## src/rtl/axi_req_pkg.sv

```systemverilog
package axi_req_pkg;
  localparam int ADDR_W = 32;

  typedef enum logic [2:0] {
    K_LOAD  = 3'd0,
    K_STORE = 3'd1,
    K_SWAP  = 3'd2,
    K_EXCL  = 3'd3,
    K_FILL  = 3'd4,
    K_EVICT = 3'd5,
    K_WALK  = 3'd6
  } kind_e;

  localparam logic [1:0] MEM_NC    = 2'd0;
  localparam logic [1:0] MEM_SO    = 2'd1;

  localparam logic [1:0] BURST_INCR = 2'd1;
  localparam logic [1:0] BURST_WRAP = 2'd2;

  localparam logic [1:0] LOCK_NORMAL = 2'd0;
  localparam logic [1:0] LOCK_EXCL   = 2'd1;
  localparam logic [1:0] LOCK_LOCKED = 2'd2;

  typedef struct packed {
    logic [ADDR_W-1:0] addr;
    logic [3:0]        len;
    logic [2:0]        size;
    logic [1:0]        burst;
    logic [1:0]        lock;
  } beat_t;

  function automatic logic [ADDR_W-1:0] align_down(input logic [ADDR_W-1:0] a,
                                                    input int unsigned k);
    return (a >> k) << k;
  endfunction
endpackage

```

## src/rtl/axi_req_decode.sv

```systemverilog
module axi_req_decode
  import axi_req_pkg::*;
#(
  parameter int BUS_BITS   = 64,
  parameter int LINE_BYTES = 64,
  parameter bit WRITE_COMB = 1'b1
) (
  input  logic [ADDR_W-1:0] addr,
  input  logic [1:0]        size,
  input  logic [1:0]        attr,
  input  kind_e             kind,
  output beat_t             first,
  output beat_t             second,
  output logic              split
);
  localparam int BUS_BYTES = BUS_BITS / 8;
  localparam int BUS_LG    = $clog2(BUS_BYTES);
  localparam int LINE_LEN  = LINE_BYTES / BUS_BYTES - 1;
  localparam bit WIDE      = (BUS_BITS > 64);

  logic [4:0] nbytes, end16, end8, end4;
  logic       cross16, cross8, cross4, misal, merge_store;
  logic [1:0] lk;

  always_comb begin
    nbytes  = 5'd1 << size;
    end16   = {1'b0, addr[3:0]} + nbytes;
    end8    = {2'b0, addr[2:0]} + nbytes;
    end4    = {3'b0, addr[1:0]} + nbytes;
    cross16 = end16 > 5'd16;
    cross8  = end8 > 5'd8;
    cross4  = end4 > 5'd4;
    misal   = (addr[2:0] & (nbytes[2:0] - 3'd1)) != 3'd0;
    merge_store = (kind == K_STORE) && (attr == MEM_NC) && !cross16 && (WIDE || WRITE_COMB);

    case (kind)
      K_SWAP:  lk = LOCK_LOCKED;
      K_EXCL:  lk = LOCK_EXCL;
      default: lk = LOCK_NORMAL;
    endcase

    first.addr  = addr;
    first.len   = 4'd0;
    first.size  = {1'b0, size};
    first.burst = BURST_INCR;
    first.lock  = lk;
    split       = 1'b0;
    second      = first;

    case (kind)
      K_FILL, K_EVICT: begin
        first.addr  = align_down(addr, BUS_LG);
        first.len   = LINE_LEN[3:0];
        first.size  = BUS_LG[2:0];
        first.burst = (kind == K_FILL) ? BURST_WRAP : BURST_INCR;
      end
      K_WALK: begin
        first.addr = align_down(addr, 2);
        first.size = 3'd2;
      end
      default: begin
        if (!misal) begin
          first.addr = align_down(addr, int'(size));
        end else if (size == 2'd3) begin
          if (merge_store) begin
            if (WIDE) begin
              first.addr = align_down(addr, BUS_LG);
              first.size = BUS_LG[2:0];
            end else begin
              first.addr = align_down(addr, 2);
              first.len  = 4'd1;
              first.size = 3'd2;
            end
          end else begin
            split       = 1'b1;
            first.addr  = align_down(addr, 2);
            first.size  = 3'd2;
          end
        end else if (cross16) begin
          split      = 1'b1;
          first.addr = align_down(addr, int'(size));
        end else if (cross8) begin
          if (WIDE) begin
            first.addr = align_down(addr, BUS_LG);
            first.size = BUS_LG[2:0];
          end else begin
            first.addr = align_down(addr, int'(size));
            first.len  = 4'd1;
          end
        end else if (cross4) begin
          first.addr = align_down(addr, 3);
          first.size = 3'd3;
        end else begin
          first.addr = align_down(addr, 2);
          first.size = 3'd2;
        end
      end
    endcase

    second = first;
    if (size == 2'd3)
      second.addr = first.addr + ADDR_W'(4);
    else
      second.addr = align_down(addr, 4) + ADDR_W'(16);
  end
endmodule

```

## src/rtl/axi_req_seq.sv

```systemverilog
module axi_req_seq
  import axi_req_pkg::*;
(
  input  logic  clk,
  input  logic  rst,
  input  logic  in_valid,
  output logic  in_ready,
  input  beat_t first,
  input  beat_t second,
  input  logic  split,
  output logic  out_valid,
  input  logic  out_ready,
  output beat_t out_beat
);
  logic  pend;
  beat_t sec_q;

  assign in_ready = !out_valid;

  always_ff @(posedge clk) begin
    if (rst) begin
      out_valid <= 1'b0;
      pend      <= 1'b0;
      out_beat  <= '0;
      sec_q     <= '0;
    end else if (!out_valid) begin
      if (in_valid) begin
        out_valid <= 1'b1;
        out_beat  <= first;
        sec_q     <= second;
        pend      <= split;
      end
    end else if (out_ready) begin
      if (pend) begin
        out_beat <= sec_q;
        pend     <= 1'b0;
      end else begin
        out_valid <= 1'b0;
      end
    end
  end

  AST_RESET_IDLE: assert property (@(posedge clk) rst |=> !out_valid);
  AST_PEND_WHILE_BUSY: assert property (@(posedge clk) disable iff (rst)
    pend |-> out_valid && !in_ready);
  AST_HOLD_STABLE: assert property (@(posedge clk) disable iff (rst)
    out_valid && !out_ready |=> out_valid && $stable(out_beat));
  AST_SECOND_ABOVE: assert property (@(posedge clk) disable iff (rst)
    out_valid && out_ready && pend |=> out_valid && (out_beat.addr > $past(out_beat.addr)));
  AST_LOCKED_SINGLE: assert property (@(posedge clk) disable iff (rst)
    out_valid && (out_beat.lock != LOCK_NORMAL) |-> out_beat.len == 4'd0);
endmodule

```

## src/rtl/axi_req_gen.sv

```systemverilog
module axi_req_gen
  import axi_req_pkg::*;
#(
  parameter int BUS_BITS   = 64,
  parameter int LINE_BYTES = 64,
  parameter bit WRITE_COMB = 1'b1
) (
  input  logic              clk,
  input  logic              rst,
  input  logic              req_valid,
  output logic              req_ready,
  input  logic [ADDR_W-1:0] req_addr,
  input  logic [1:0]        req_size,
  input  logic [1:0]        req_attr,
  input  logic [2:0]        req_kind,
  output logic              ax_valid,
  input  logic              ax_ready,
  output logic [ADDR_W-1:0] ax_addr,
  output logic [3:0]        ax_len,
  output logic [2:0]        ax_size,
  output logic [1:0]        ax_burst,
  output logic [1:0]        ax_lock
);
  beat_t first, second, cur;
  logic  split;

  axi_req_decode #(
    .BUS_BITS(BUS_BITS), .LINE_BYTES(LINE_BYTES), .WRITE_COMB(WRITE_COMB)
  ) i_decode (
    .addr(req_addr), .size(req_size), .attr(req_attr), .kind(kind_e'(req_kind)),
    .first(first), .second(second), .split(split)
  );

  axi_req_seq i_seq (
    .clk(clk), .rst(rst), .in_valid(req_valid), .in_ready(req_ready),
    .first(first), .second(second), .split(split),
    .out_valid(ax_valid), .out_ready(ax_ready), .out_beat(cur)
  );

  assign ax_addr  = cur.addr;
  assign ax_len   = cur.len;
  assign ax_size  = cur.size;
  assign ax_burst = cur.burst;
  assign ax_lock  = cur.lock;
endmodule

```

## config.mk

```make
export PLATFORM = sky130hd
export DESIGN_NAME = axi_req_gen
export DESIGN_NICKNAME = d
export VERILOG_FILES = /design/src/rtl/axi_req_pkg.sv /design/src/rtl/axi_req_decode.sv /design/src/rtl/axi_req_seq.sv /design/src/rtl/axi_req_gen.sv
export SDC_FILE = /design/constraint.sdc
export NUM_CORES = 1
export LEC_CHECK = 0
export BUFFER_PORTS_ARGS = -buffer_cell sky130_fd_sc_hd__buf_2
export CORE_MARGIN = 2
export CORE_UTILIZATION = 35
export DETAILED_ROUTE_END_ITERATION = 6
export MAX_ROUTING_LAYER = met4
export PLACE_DENSITY = 0.54
export SETUP_SLACK_MARGIN = 0.15
export SLEW_MARGIN = 20
export SYNTH_ARGS = -nofsm -noshare
export SYNTH_HDL_FRONTEND = slang
export SYNTH_SLANG_ARGS = --single-unit
```

## constraint.sdc

```tcl
create_clock -name clk -period 3.5 [get_ports clk]
set_input_delay 0.175 -clock clk [delete_from_list [all_inputs] [get_ports clk]]
set_output_delay 0.175 -clock clk [all_outputs]
set_load 0.01 [all_outputs]
```

Word level (Yosys, flattened, before mapping) --
Index checks and enable logic that the tools add are counted.
Word-level totals: bits in registers 88, bits of input ports 43, output and inout bits 45, word-level logic and storage cells 85
Cells by class: add/subtract/negate cells 6, order comparisons 3, eq/ne operators 9, shift-type cells 3, muxes and demuxes 38, bitwise operators 2, reductions and logical operators 12
Operators by type and width (number):
- 43-bit 2-to-1 mux | 4
- 32-bit 2-to-1 mux | 5
- 39-bit 2-to-1 mux | 2
- 32-bit case mux with 2 select lines | 1
- 36-bit 2-to-1 mux | 1
- 32-bit by 3-bit adder with 32-bit output (second input constant) | 1
- 32-bit by 5-bit adder with 32-bit output (second input constant) | 1
- 32-bit by 2-bit left shift with 32-bit output | 1
- 32-bit by 2-bit >> shifter with 32-bit output | 1
- 7-bit 2-to-1 mux | 2
- 1-bit 2-to-1 mux | 13
- 3-bit equality test (second input constant) | 3
- 3-bit 2-to-1 mux | 3
- 4-bit 2-to-1 mux | 2
- 4-bit case mux with 2 select lines | 1
- 3-bit by 2-bit equality test with 1-bit output (second input constant) | 2
- 3-bit case mux with 2 select lines | 1
- 2-bit by 5-bit adder with 5-bit output | 1
- 3-bit by 5-bit adder with 5-bit output | 1
- 4-bit by 5-bit adder with 5-bit output | 1
- 5-bit by 3-bit > comparator with 1-bit output (second input constant) | 1
- 5-bit by 4-bit > comparator with 1-bit output (second input constant) | 1
- 5-bit > comparator (second input constant) | 1
- 1-bit by 2-bit left shift with 5-bit output (first input constant) | 1
- 17 further kinds | 22

Longest topological paths before layout --
Gate-level depths: netlist of the first run.
depth after elaboration 11, gate-level depth with buffers 16, depth with buffers taken out 14

Hierarchy --
From an unflattened synthesis of the first run, not the netlist that was laid out.
Second synthesis, totals: cells, all modules 606, area, all modules 5069.9 um^2
By module, submodules not included:
- axi_req_seq | times used 1, cells an instance 398, area an instance 3732.3 um^2
- axi_req_decode | times used 1, cells an instance 208, area an instance 1337.5 um^2

Least setup slack after synthesis of the first run --
Ideal clock, no wire load.
path type in2reg, from in req_size[1], to reg i_seq.sec_q[37] (netlist name), library setup time 0.091 ns, data arrival time 3.546 ns, data required time 3.409 ns, path slack -0.137 ns, stages on the path 15, buffers on the path 2, cells stage by stage clkbuf_1 > nor2_1 > ha_1 > fa_1 > xor2_1 > xnor2_1 > o32ai_1 > and3_1 > clkbuf_1 > nor2_1 > ha_1 > a22oi_1 > nand3b_1 > o21ai_0 > a311oi_1
On the way: cells in the longest elaborated chain, start to end 11, elaborated cells between the ends (all ways) 25, classes of those cells 5 x add/sub; 3 x order compare; 1 x eq/ne; 3 x shift; 9 x mux; 1 x bitwise; 3 x reduce/logical
RTL lines:
- start, declared | line axi_req_gen.sv:13 | input logic [1:0] req_size,
- 1-bit by 2-bit left shift with 5-bit output | line axi_req_decode.sv:26 | nbytes = 5'd1 << size;
- 2-bit by 5-bit adder with 5-bit output / 4-bit by 5-bit adder with 5-bit output (equally long branches) | line axi_req_decode.sv:29, axi_req_decode.sv:27
- 5-bit by 3-bit > comparator with 1-bit output / 5-bit > comparator (equally long branches) | line axi_req_decode.sv:32, axi_req_decode.sv:30
- 3-bit 2-to-1 mux / 1-bit logical NOT (equally long branches) | line axi_req_decode.sv:90, axi_req_decode.sv:34
- 32-bit 2-to-1 mux / 1-bit logical AND (equally long branches) | line axi_req_decode.sv:82, axi_req_decode.sv:34
- 32-bit 2-to-1 mux, on equally long branches | line axi_req_decode.sv:79, axi_req_decode.sv:65
- 39-bit 2-to-1 mux | line axi_req_decode.sv:64 | end else if (size == 2'd3) begin
- 32-bit 2-to-1 mux | line axi_req_decode.sv:62 | if (!misal) begin
- 32-bit case mux with 2 select lines | line axi_req_decode.sv:50 | case (kind)
- 32-bit by 3-bit adder with 32-bit output | line axi_req_decode.sv:102 | second.addr = first.addr + ADDR_W'(4);
- 32-bit 2-to-1 mux * | line axi_req_decode.sv:101 | if (size == 2'd3)
- end signal, assigned | line axi_req_seq.sv:30 | sec_q <= second;
- end, declared | line axi_req_seq.sv:16 | beat_t sec_q;
Every way passes the cells marked *; elsewhere a longest branch is shown, timed or not. The select of a mux whose other input is x is not followed. A chain may end at the register's enable or synchronous reset.

Worst setup path in the final report of the first run --
from in req_size[0], to reg i_seq.sec_q[37] (netlist name)
Same word-level chain as after synthesis.

==> summary.md, run 1 <==
| Metric | Value |
|---|---|
| Post-place setup slack | `0.102 ns` |
| Met2 Usage GRT | `0.336` |
| NetSw | `714 µW` |
| Crit-path cells | `buf_2 > nor2_1 > ha_1 > fa_1 > xor2_1 > xnor2_1 > o32ai_2 > and3_1 > nor2_1 > ha_1 > a22oi_2 > nand3b_1 > or3_1 > a311oi_1` |
| IO Port Bufs | `85` |
| Top-count cell post-synth | `nor2_1` |
| Postcts setup bufs | `0` |
| # diodes | `0` |
| Hold WC Path Type | `input port to register` |
| Mux cell area share after synthesis | `0.0680` |
| GRT met1 Usage | `0.235` |
| All-Layer GR Usage | `0.200` |
| Layout cells sized above 1 | `0.215` |
| CTS tree | `yes` |
| Slowest library cell on the worst path | `fa_1` |
| Sequential share of power | `0.403` |
| Max Buffers Root-to-Sink | `2` |
| Main combinational cell family by area after synthesis | `compound AO/OA/AOI/OAI gates` |
| Max Clk Rate | `326 MHz` |
| CTS clk-pin slew, worst paths | `0.06 ns` |
| Largest net degree at the start of global routing | `45` |
| Count of cell types in the netlist | `66` |
| Die Y | `116 µm` |
| Synth Flop Type | `dfxtp_1` |
| Final setup violation count | `0` |
| GP Congestion | `0.874` |
| Static leakage | `2.18 nW` |
| RSZ-0062 raised after global routing | `no` |
| Yosys top cell area share | `0.372` |
| CTS Hold Buffers Added | `0` |
| Initial antenna violation count | `0` |
| Crit Path Class | `input port to register` |
| Clock latency on the worst-skew pair | `0.35 ns` |
| Post-Synth Simple-Gate Area | `0.207` |
| Htree depth | `3` |
| Final Skew | `0.00778 ns` |
| Hold Slack | `0.0580 ns` |
| Setup TNS | `0 ns` |
| Xor and xnor area share after synthesis | `0.0496` |
| Pwr dens | `480 nW/µm²` |
| CTS Root Buffer Type | `clkbuf_16` |
| Worst Path Required | `3.76 ns` |
| Congestion Overflow GR | `0` |
| Cts repair resizes | `0` |
| Fin crit period | `3.06 ns` |
| Period Utilization, post-route | `0.875` |
| CP peak stage delay | `0.48 ns` |
| Routed Antenna Nets | `0` |
| Gate power share | `0.185` |
| Synth Area in Adders | `0.0266` |
| Site Rows | `41` |
| Ys Warns | `0` |
| Post-synth EDFFs | `0` |
| Clk sinks | `82` |
| Final hold violation count | `0` |
| IO Count | `88` |
| CP startpoint kind | `input port` |
| Worst setup margin | `0.437 ns` |
| Async set-or-reset flop fraction in the synthesized netlist | `0` |
| Number of nets in the layout | `655` |
| Number of global-route vias before repair | `4111` |
| Worst Max-Slew Pin Slew | `0.802 ns` |
| Gate Count Post-Synth | `531` |
| Max rail drop VDD | `0.000352 V` |
| Area Growth Syn to Fin | `22.5%` |
| Core ar. | `12500 µm²` |
| Drc violations | `0` |
| Avg Inst Size Synth | `8.32 µm²` |
| Synth top cells by count | `nor2_1 (89), dfxtp_1 (82), a211oi_1 (50)` |
| Post-Synthesis Cell Area | `4420 µm²` |
| Leading area contributor after synthesis | `dfxtp_1` |
| Per-cell routed wire length | `16.1 µm` |
| Vias/cell | `5.38` |
| DR vias | `4199` |
| WL final | `12500 µm` |
| Max-slew violations | `0` |
| Max FO, Critical Path | `11` |
| Critical Path AT | `3.33 ns` |
| Clock power share | `0.413` |
| Top post-synthesis cells by area | `dfxtp_1 (37%), a211oi_1 (8.5%), nor2_1 (7.6%)` |
| Crit end category | `register` |
| Seq/Total Area, Yosys | `0.372` |
| Switching share of total power | `0.275` |
| DPL Wire Length | `8970 µm` |
| Max-slew headroom | `0.458` |
| First-pass GRT wire length | `20400 µm` |
| GR Util met3 | `0.0540` |
| TritonCTS buffer count | `9` |
| Status | `finished, final reports clean` |
| Die width | `116 µm` |
| Drt first pass iters | `4` |
| Iter 0 DRT Violations | `229` |
| Compound-Gate Fraction of Synth Area | `0.229` |
| Register bit total from synthesis | `82` |
| Initial Util | `0.354` |
| Max Cap Viol | `0` |
| Internal | `1.88 mW` |
| Die area | `13500 µm²` |
| GRT busiest layer | `met2` |
## cells in the final DEF, fill, tap and decap left out, types with 7 or more instances in the layout
cell,instances
a211oi_1,50
a21oi_1,18
a311oi_1,8
a31oi_1,9
and3_1,9
buf_2,85
buf_4,16
clkbuf_16,9
dfxtp_1,81
ha_1,7
inv_1,9
mux2i_1,30
nand2_1,25
nand3_1,15
nor2_1,89
nor3_1,12
o21ai_0,18
xnor2_1,14
xor2_1,11
## worst paths after layout
path                             to  cells after the start  slack [ns]         startpoint
setup / recovery    i_seq.sec_q[37]                     14        0.44        req_size[0]
hold / removal      i_seq.out_valid                      2        0.06           ax_ready
setup reg to reg    i_seq.sec_q[30]                      8        1.36    i_seq.out_valid
hold reg to reg   i_seq.out_beat[5]                      2        0.46  i_seq.out_beat[5]
## kinds of logic after synthesis
group	Yosys count
other cells	1
simple gates	190
xor+xnor	25
buf+inv	51
flops	82
fa+ha+maj	9
mux	30
compound gates	143
## area by class of cell
| type | count | area (µm²) |
|---|---|---|
| clock buffer | 12 | 267 |
| clock inverter | 4 | 72.6 |
| fill | 1318 | 7050 |
| inverter | 10 | 37.5 |
| multi-input combinational | 399 | 2610 |
| sequential | 82 | 1640 |
| tap | 172 | 215 |
| timing repair buffer | 102 | 573 |
## registers in the layout, summed over array words and instances, names as in the netlist
signal,count
i_seq.sec_q,40
i_seq.pend,1
i_seq.out_beat,40
i_seq.out_valid,1
## routing by layer
| metal | up-vias | share of wire |
|---|---|---|
| met5 | - | 0 |
| met4 | 0 | 0.017 |
| met3 | 16 | 0.051 |
| met2 | 102 | 0.48 |
| met1 | 1981 | 0.45 |
| li1 | 2100 | - |
## power groups by stage
stage               logic, mW  registers (mW)  clock network (mW)
floorplan               0.285            1.08                   0
global placement        0.472            1.06                   0
detailed placement      0.476            1.07                   0
CTS                     0.479            1.05                1.10
global route            0.538            1.06                1.13
finish                  0.480            1.05                1.07
## worst max-delay path: cells and delay by family
kind / cells / cell delay [ns]
AOI/OAI and AO/OA: 3 / 0.51
xor gates and xnor gates: 2 / 0.47
adders and majority gates: 3 / 0.89
buffers and inverters: 1 / 0.20
and+or+nand+nor: 5 / 1.08
## through the flow
step	cell area (µm²)	total power, mW	instances	util
after CTS	5390	2.63	780	0.432
after detailed placement	5050	1.54	764	0.405
after floorplan	4440	1.37	532	-
final	5410	2.60	781	0.434
after global routing	5410	2.73	781	0.434
after global placement	5050	1.54	764	0.405
No activity file was read; power rests on OpenSTA's default activity.
==> inputs of run 2 (changes only) <==
ABC_AREA = 1   (was unset)
PLACE_DENSITY = 0.53   (was 0.54)
==> run 2 against run 1 <==
Against the previous run:
- clock skew is essentially flat
- sequential power barely moved
- sequential share of layout area shrank 4.0 points
- power up 2.6%
- largest cell class unchanged
- largest power group unchanged
- wire length rose by 43%
- synthesized area grew 19%
- via count rose by 33%
- critical path depth is 8 higher
- global-route usage increased by 3.4 points
- first-iteration DRC count up 95%
- register-to-register slack worse by 0.30 ns
- worst setup slack better by 0.028 ns
==> summary.md, run 2 <==
| Metric | Value |
|---|---|
| Status | `finished, final reports clean` |
| Avg Inst Size Synth | `6.52 µm²` |
| Gate Count Post-Synth | `808` |
| Switching share of total power | `0.308` |
| Gate power share | `0.210` |
| WL met3 | `1010 µm` |
| Die Y | `127 µm` |
| Hold Path End | `i_seq.sec_q[1]` |
| Max FO, Critical Path | `8` |
| DPL Wire Length | `13300 µm` |
| Congestion Overflow GR | `0` |
| Per-cell routed wire length | `16.8 µm` |
| Clock latency on the worst-skew pair | `0.35 ns` |
| Launch point of the worst hold path | `req_kind[2]` |
| Site Rows | `44` |
| All-Layer GR Usage | `0.234` |
| Max-slew violations | `0` |
| Core ar. | `14600 µm²` |
| Pwr dens | `427 nW/µm²` |
| Most frequent cells in the layout | `nand2_1 (165), a21oi_1 (87), o21ai_0 (87), buf_2 (85), dfxtp_1 (82)` |
| Drt first pass iters | `7` |
| R2R cell count | `7` |
| Async set-or-reset flop fraction in the synthesized netlist | `0` |
| Highest Signal Layer | `met4` |
| Slowest library cell on the worst path | `fa_1` |
| CP peak stage delay | `0.43 ns` |
| CTS Root Buffer Type | `clkbuf_16` |
| Clock power share | `0.397` |
| Max Cap Viol | `0` |
| IO Port Bufs | `85` |
| First-pass GRT wire length | `28700 µm` |
| Drc violations | `0` |
| Largest net degree at the start of global routing | `46` |
| Internal | `1.84 mW` |
| Final hold violation count | `0` |
| TritonCTS buffer count | `9` |
| Worst Path Required | `3.78 ns` |
| Final Skew | `0.00814 ns` |
| DR vias | `5602` |
| Biggest regs | `i_seq.out_beat: 40 flops, i_seq.sec_q: 40 flops` |
| Max-slew headroom | `0.473` |
| Initial Util | `0.360` |
| Initial antenna violation count | `0` |
| Ys Warns | `0` |
| Seq/Total Area, Yosys | `0.312` |
| Worst reg2reg startpoint | `i_seq.out_valid` |
| Routed Antenna Nets | `0` |
| Number of nets in the layout | `933` |
| Max rail drop VDD | `0.000208 V` |
| Hold Slack | `0.130 ns` |
| Layout cells sized above 1 | `0.179` |
| M1 WL | `8490 µm` |
| Fin crit period | `3.04 ns` |
| Synth Flop Type | `dfxtp_1` |
| NetSw | `819 µW` |
| Hold WC Path Type | `input port to register` |
| RR Endpoint | `i_seq.out_beat[21]` |
| Max Clk Rate | `329 MHz` |
| Worst Hold Depth | `4` |
| CTS clk-pin slew, worst paths | `0.07 ns` |
| Crit Path Class | `input port to register` |
| # diodes | `0` |
| Final setup violation count | `0` |
| Period Utilization, post-route | `0.867` |
| Register bit total from synthesis | `82` |
| Crit end category | `register` |
| Area after DPL | `5890 µm²` |
| Worst Max-Slew Pin Slew | `0.789 ns` |
| Count of cell types in the netlist | `48` |
| CTS tree | `yes` |
| Vias/cell | `5.23` |
| Number of global-route vias before repair | `5228` |
| IO Count | `88` |
| Tot Pwr | `2.66 mW` |
| Crit-path cells | `buf_2 > nor2_1 > ha_1 > fa_1 > nor2_2 > nand3_2 > a21oi_2 > nand3_1 > nand2_1 > nand2_2 > nand3_4 > nand2_4 > inv_6 > ha_1 > nand3_1 > nor2_2 > inv_1 > nor2_1 > nand3_1 > o21ai_0 > nand3_1 > a21oi_1` |
| Clk sinks | `82` |
| Leading area contributor after synthesis | `dfxtp_1` |
| Post-synth EDFFs | `0` |
| Iter 0 DRT Violations | `446` |
| RSZ-0062 raised after global routing | `no` |
| Worst Setup SP | `req_size[0]` |
| Met2 wire length | `8260 µm` |
| R2r setup slk | `1.06 ns` |
| WL final | `18000 µm` |
| FILL cells | `1601` |
| Max Buffers Root-to-Sink | `2` |
| Area Growth Syn to Fin | `18.4%` |
| Synth top cells by count | `nand2_1 (165), a21oi_1 (88), o21ai_0 (87)` |
| Setup TNS | `0 ns` |
| Critical Path Most Common Cell | `nand3_1` |
| Design Area, Final | `6230 µm²` |
| Critical Path AT | `3.32 ns` |
| Top post-synthesis cells by area | `dfxtp_1 (31%), nand2_1 (12%), a21oi_1 (8.4%)` |
| Post-Synthesis Cell Area | `5270 µm²` |
| Die area | `16000 µm²` |
| Die width | `127 µm` |
| Commonest non-fill, non-tap cell in the layout | `nand2_1` |
| Static leakage | `2.73 nW` |
| Yosys top cell area share | `0.312` |
| Sequential share of power | `0.394` |
| CP startpoint kind | `input port` |
| Top-count cell post-synth | `nand2_1` |
| GP Congestion | `0.955` |
| Htree depth | `3` |
## run 2: stage by stage
stage,util,setup slack [ns],instances
after floorplan,-,0.260,809
after global placement,0.402,0.179,1054
after detailed placement,0.402,0.0621,1054
after CTS,0.425,0.436,1070
after global routing,0.426,0.134,1071
final,0.426,0.465,1071
## run 2: layout make-up
type	instances	area, µm²	share of cell area
clock buffer	11	243	0.0389
tap	184	230	0.0369
multi-input combinational	599	3120	0.501
clock inverter	5	85.1	0.0136
timing repair buffer	108	598	0.0959
inverter	82	315	0.0506
sequential	82	1640	0.263
## run 2: how the worst max path moves through the flow
stage | endpoint
floorplan | i_seq.sec_q[35]
global placement | i_seq.sec_q[35]
detailed placement | i_seq.sec_q[35]
CTS | i_seq.sec_q[35]
global route | i_seq.sec_q[37]
finish | i_seq.sec_q[37]
## run 2: critical path, delay by kind of cell
kind                     cells  cell delay, ns
AO/OA/AOI/OAI                3            0.54
adder cells (fa/ha/maj)      3            0.78
buffers and inverters        3            0.30
AND/OR/NAND/NOR             13            1.52
## run 2: logic make-up after synthesis
logic type      count (synthesis)  share of synthesized area
compound gates                229                      0.241
buf+inv                       128                     0.0993
flops                          82                      0.312
simple gates                  335                      0.285
fa+ha+maj                       8                     0.0204
other cells                     1                   0.000712
xor+xnor                       25                     0.0416
## run 2: routing by layer
layer / global-route usage / vias up
met5: - / -
met4: 0.0498 / 0
met3: 0.0418 / 19
met2: 0.374 / 175
met1: 0.313 / 2572
li1: - / 2836
## run 2: power groups by stage
| stage | combinational, mW | clock, mW | sequential (mW) |
|---|---|---|---|
| global placement | 0.556 | 0 | 1.07 |
| finish | 0.558 | 1.06 | 1.05 |
| floorplan | 0.337 | 0 | 1.08 |
| detailed placement | 0.553 | 0 | 1.07 |
| global route | 0.623 | 1.12 | 1.06 |
| CTS | 0.557 | 1.08 | 1.05 |
## run 2: what timing repair did
item                       CTS  global route
buffers inserted             0             1
gates resized for setup      0             3
hold buffers                 0             0
setup endpoints to repair    0             2
==> inputs of run 3 (changes only) <==
--- a/config.mk
+++ b/config.mk
@@ -11,4 +11,5 @@
 export CORE_UTILIZATION = 35
 export DETAILED_ROUTE_END_ITERATION = 6
+export HOLD_SLACK_MARGIN = 0.12
 export MAX_ROUTING_LAYER = met4
 export PLACE_DENSITY = 0.53
==> constraint.sdc (replaced) <==
create_clock -name clk -period 3.5 [get_ports clk]
set_input_delay 0.35 -clock clk [delete_from_list [all_inputs] [get_ports clk]]
set_output_delay 0.35 -clock clk [all_outputs]
set_load 0.01 [all_outputs]
==> run 3 against run 2 <==
Against the previous run:
- sequential cell count is the same
- register-to-register slack improved by 0.05 ns
- sequential share of layout area shrank 0.29 points
- first-iteration DRC count is 8.5% higher
- power shrank 0.16%
==> summary.md, run 3 (synthesized netlist as in run 2, its figures left out) <==
| Metric | Value |
|---|---|
| Drc violations | `0` |
| Worst Path Required | `3.79 ns` |
| Htree depth | `3` |
| Crit path max-delay family | `simple AND/OR/NAND/NOR gates` |
| Worst Max-Slew Pin Slew | `0.952 ns` |
| Largest net degree at the start of global routing | `57` |
| Worst Hold Depth | `4` |
| DR vias | `5764` |
| Max Cap Viol | `0` |
| Commonest non-fill, non-tap cell in the layout | `nand2_1` |
| Per-cell routed wire length | `16.7 µm` |
| Initial Util | `0.360` |
| GR Util met3 | `0.0439` |
| Fin crit period | `3.01 ns` |
| Clock latency on the worst-skew pair | `0.36 ns` |
| Period Utilization, post-route | `0.860` |
| # diodes | `0` |
| GRT met1 Usage | `0.309` |
| Number of nets in the layout | `941` |
| Static leakage | `2.76 nW` |
| R2R cell count | `3` |
| WL final | `18100 µm` |
| Critical Path Most Common Cell | `nand3_1` |
| Max Buffers Root-to-Sink | `2` |
| Max-slew violations | `0` |
| All-Layer GR Usage | `0.236` |
| Final setup violation count | `0` |
| Tot Pwr | `2.66 mW` |
| Routed Antenna Nets | `0` |
| First-pass GRT wire length | `28800 µm` |
| Final Skew | `0.00888 ns` |
| R2r setup slk | `1.11 ns` |
| Crit Path Class | `input port to register` |
| Post-place setup slack | `-0.0125 ns` |
| Vias/cell | `5.34` |
| Area Growth Syn to Fin | `19.7%` |
| IO Port Bufs | `85` |
| CTS clk-pin slew, worst paths | `0.07 ns` |
| Worst Path Buf+Inv | `3` |
| Area of the multi-input gates | `3130 µm²` |
| Pwr dens | `422 nW/µm²` |
| CTS Root Buffer Type | `clkbuf_16` |
| GP Congestion | `0.928` |
| Final non-filler cell total | `1079` |
| CTS Hold Buffers Added | `0` |
| CTS tree | `yes` |
| Worst Setup SP | `req_size[1]` |
| DPL Wire Length | `13100 µm` |
| Number of global-route vias before repair | `5339` |
| Worst setup margin | `0.491 ns` |
| Clk sinks | `82` |
| Drt first pass iters | `5` |
| Met2 Usage GRT | `0.378` |
| Status | `finished, final reports clean` |
| Final hold violation count | `0` |
| Congestion Overflow GR | `0` |
| Crit end category | `register` |
| Most frequent cells in the layout | `nand2_1 (165), a21oi_1 (87), o21ai_0 (87), buf_2 (85), dfxtp_1 (82)` |
| Initial antenna violation count | `0` |
| Die width | `127 µm` |
| IO Count | `88` |
| Core ar. | `14600 µm²` |
| RR Endpoint | `i_seq.out_beat[32]` |
| CP peak stage delay | `0.42 ns` |
| Max-slew headroom | `0.364` |
| Iter 0 DRT Violations | `484` |
| Worst reg2reg startpoint | `i_seq.out_valid` |
| Hold WC Path Type | `input port to register` |
| Hold Path End | `i_seq.sec_q[1]` |
| Launch point of the worst hold path | `req_kind[2]` |
| RSZ-0062 raised after global routing | `no` |
| Die Y | `127 µm` |
| TritonCTS buffer count | `9` |
| Inst Count DP | `1063` |
| Max Clk Rate | `332 MHz` |
| Critical Path AT | `3.30 ns` |
| Die area | `16000 µm²` |
| FF+latch area | `1640 µm²` |
| Max FO, Critical Path | `3` |
| Layout cells sized above 1 | `0.191` |
| Crit-path cells | `buf_2 > nor2_2 > ha_2 > fa_1 > nor2_2 > a21oi_1 > o21ai_0 > nand2_1 > nor2_1 > nand3_1 > nand2_1 > nand2_2 > nand3_4 > nand2_4 > inv_6 > ha_1 > nand3_1 > nor2_2 > inv_1 > nor2_1 > nand3_1 > o21ai_0 > nand3_1 > a21oi_1` |
| Max rail drop VDD | `0.000241 V` |
| FILL cells | `1628` |
| CP startpoint kind | `input port` |
| GRT busiest layer | `met2` |
| Slowest library cell on the worst path | `fa_1` |
| Biggest regs | `i_seq.out_beat: 40 flops, i_seq.sec_q: 40 flops` |
| Site Rows | `44` |
## run 3: worst min-delay path, delay by kind of cell
kind / cells / cell delay (ns)
and+or+nand+nor: 2 / 0.12
buffers and inverters: 1 / 0.09
AOI/OAI and AO/OA: 1 / 0.05
## run 3: metal layers
| metal | wire, µm | part of all wire | vias up |
|---|---|---|---|
| met1 | 8320 | 0.46 | 2682 |
| met2 | 8490 | 0.47 | 189 |
| met5 | 0 | 0 | - |
| met3 | 1060 | 0.058 | 17 |
| li1 | - | - | 2876 |
| met4 | 203 | 0.011 | 0 |
## run 3: metrics by stage
stage	utilization	setup TNS [ns]	hold WS, ns	cell area, µm²
2_1_floorplan	-	0	0.419	5270
3_3_place_gp	0.408	0	0.432	5970
3_5_place_dp	0.408	-0.0125	0.429	5970
4_1_cts	0.430	0	0.287	6290
5_1_grt	0.431	0	0.318	6300
6_report	0.431	0	0.298	6300
## run 3: how the worst max path moves through the flow
stage / slack [ns] / cells after the start / endpoint
after global routing: 0.21 / 24 / i_seq.sec_q[37]
after CTS: 0.34 / 23 / i_seq.sec_q[35]
after detailed placement: -0.01 / 23 / i_seq.sec_q[35]
after floorplan: 0.17 / 24 / i_seq.sec_q[35]
after global placement: 0.04 / 23 / i_seq.sec_q[35]
final: 0.49 / 24 / i_seq.sec_q[37]
## run 3: power breakdown
part           leakage, nW  switching [mW]  total, mW  internal [mW]
registers            0.676          0.0386       1.05           1.01
logic                 1.93           0.378      0.581          0.203
clock network        0.156           0.457       1.03          0.575
total                 2.76           0.874       2.66           1.79
## run 3: cell type report
cell class,instances,share of cell area
Sequential cell,82,0.260
Inverter,82,0.0500
Timing Repair Buffer,116,0.106
Clock inverter,7,0.0147
Multi-Input combinational cell,599,0.496
Clock buffer,9,0.0357
Tap cell,184,0.0365
## run 3: repair_timing
action / 4_1_cts / 5_1_grt
setup buffers: 0 / 0
gates resized for setup: 0 / 5
endpoints found under the setup margin: 0 / 4
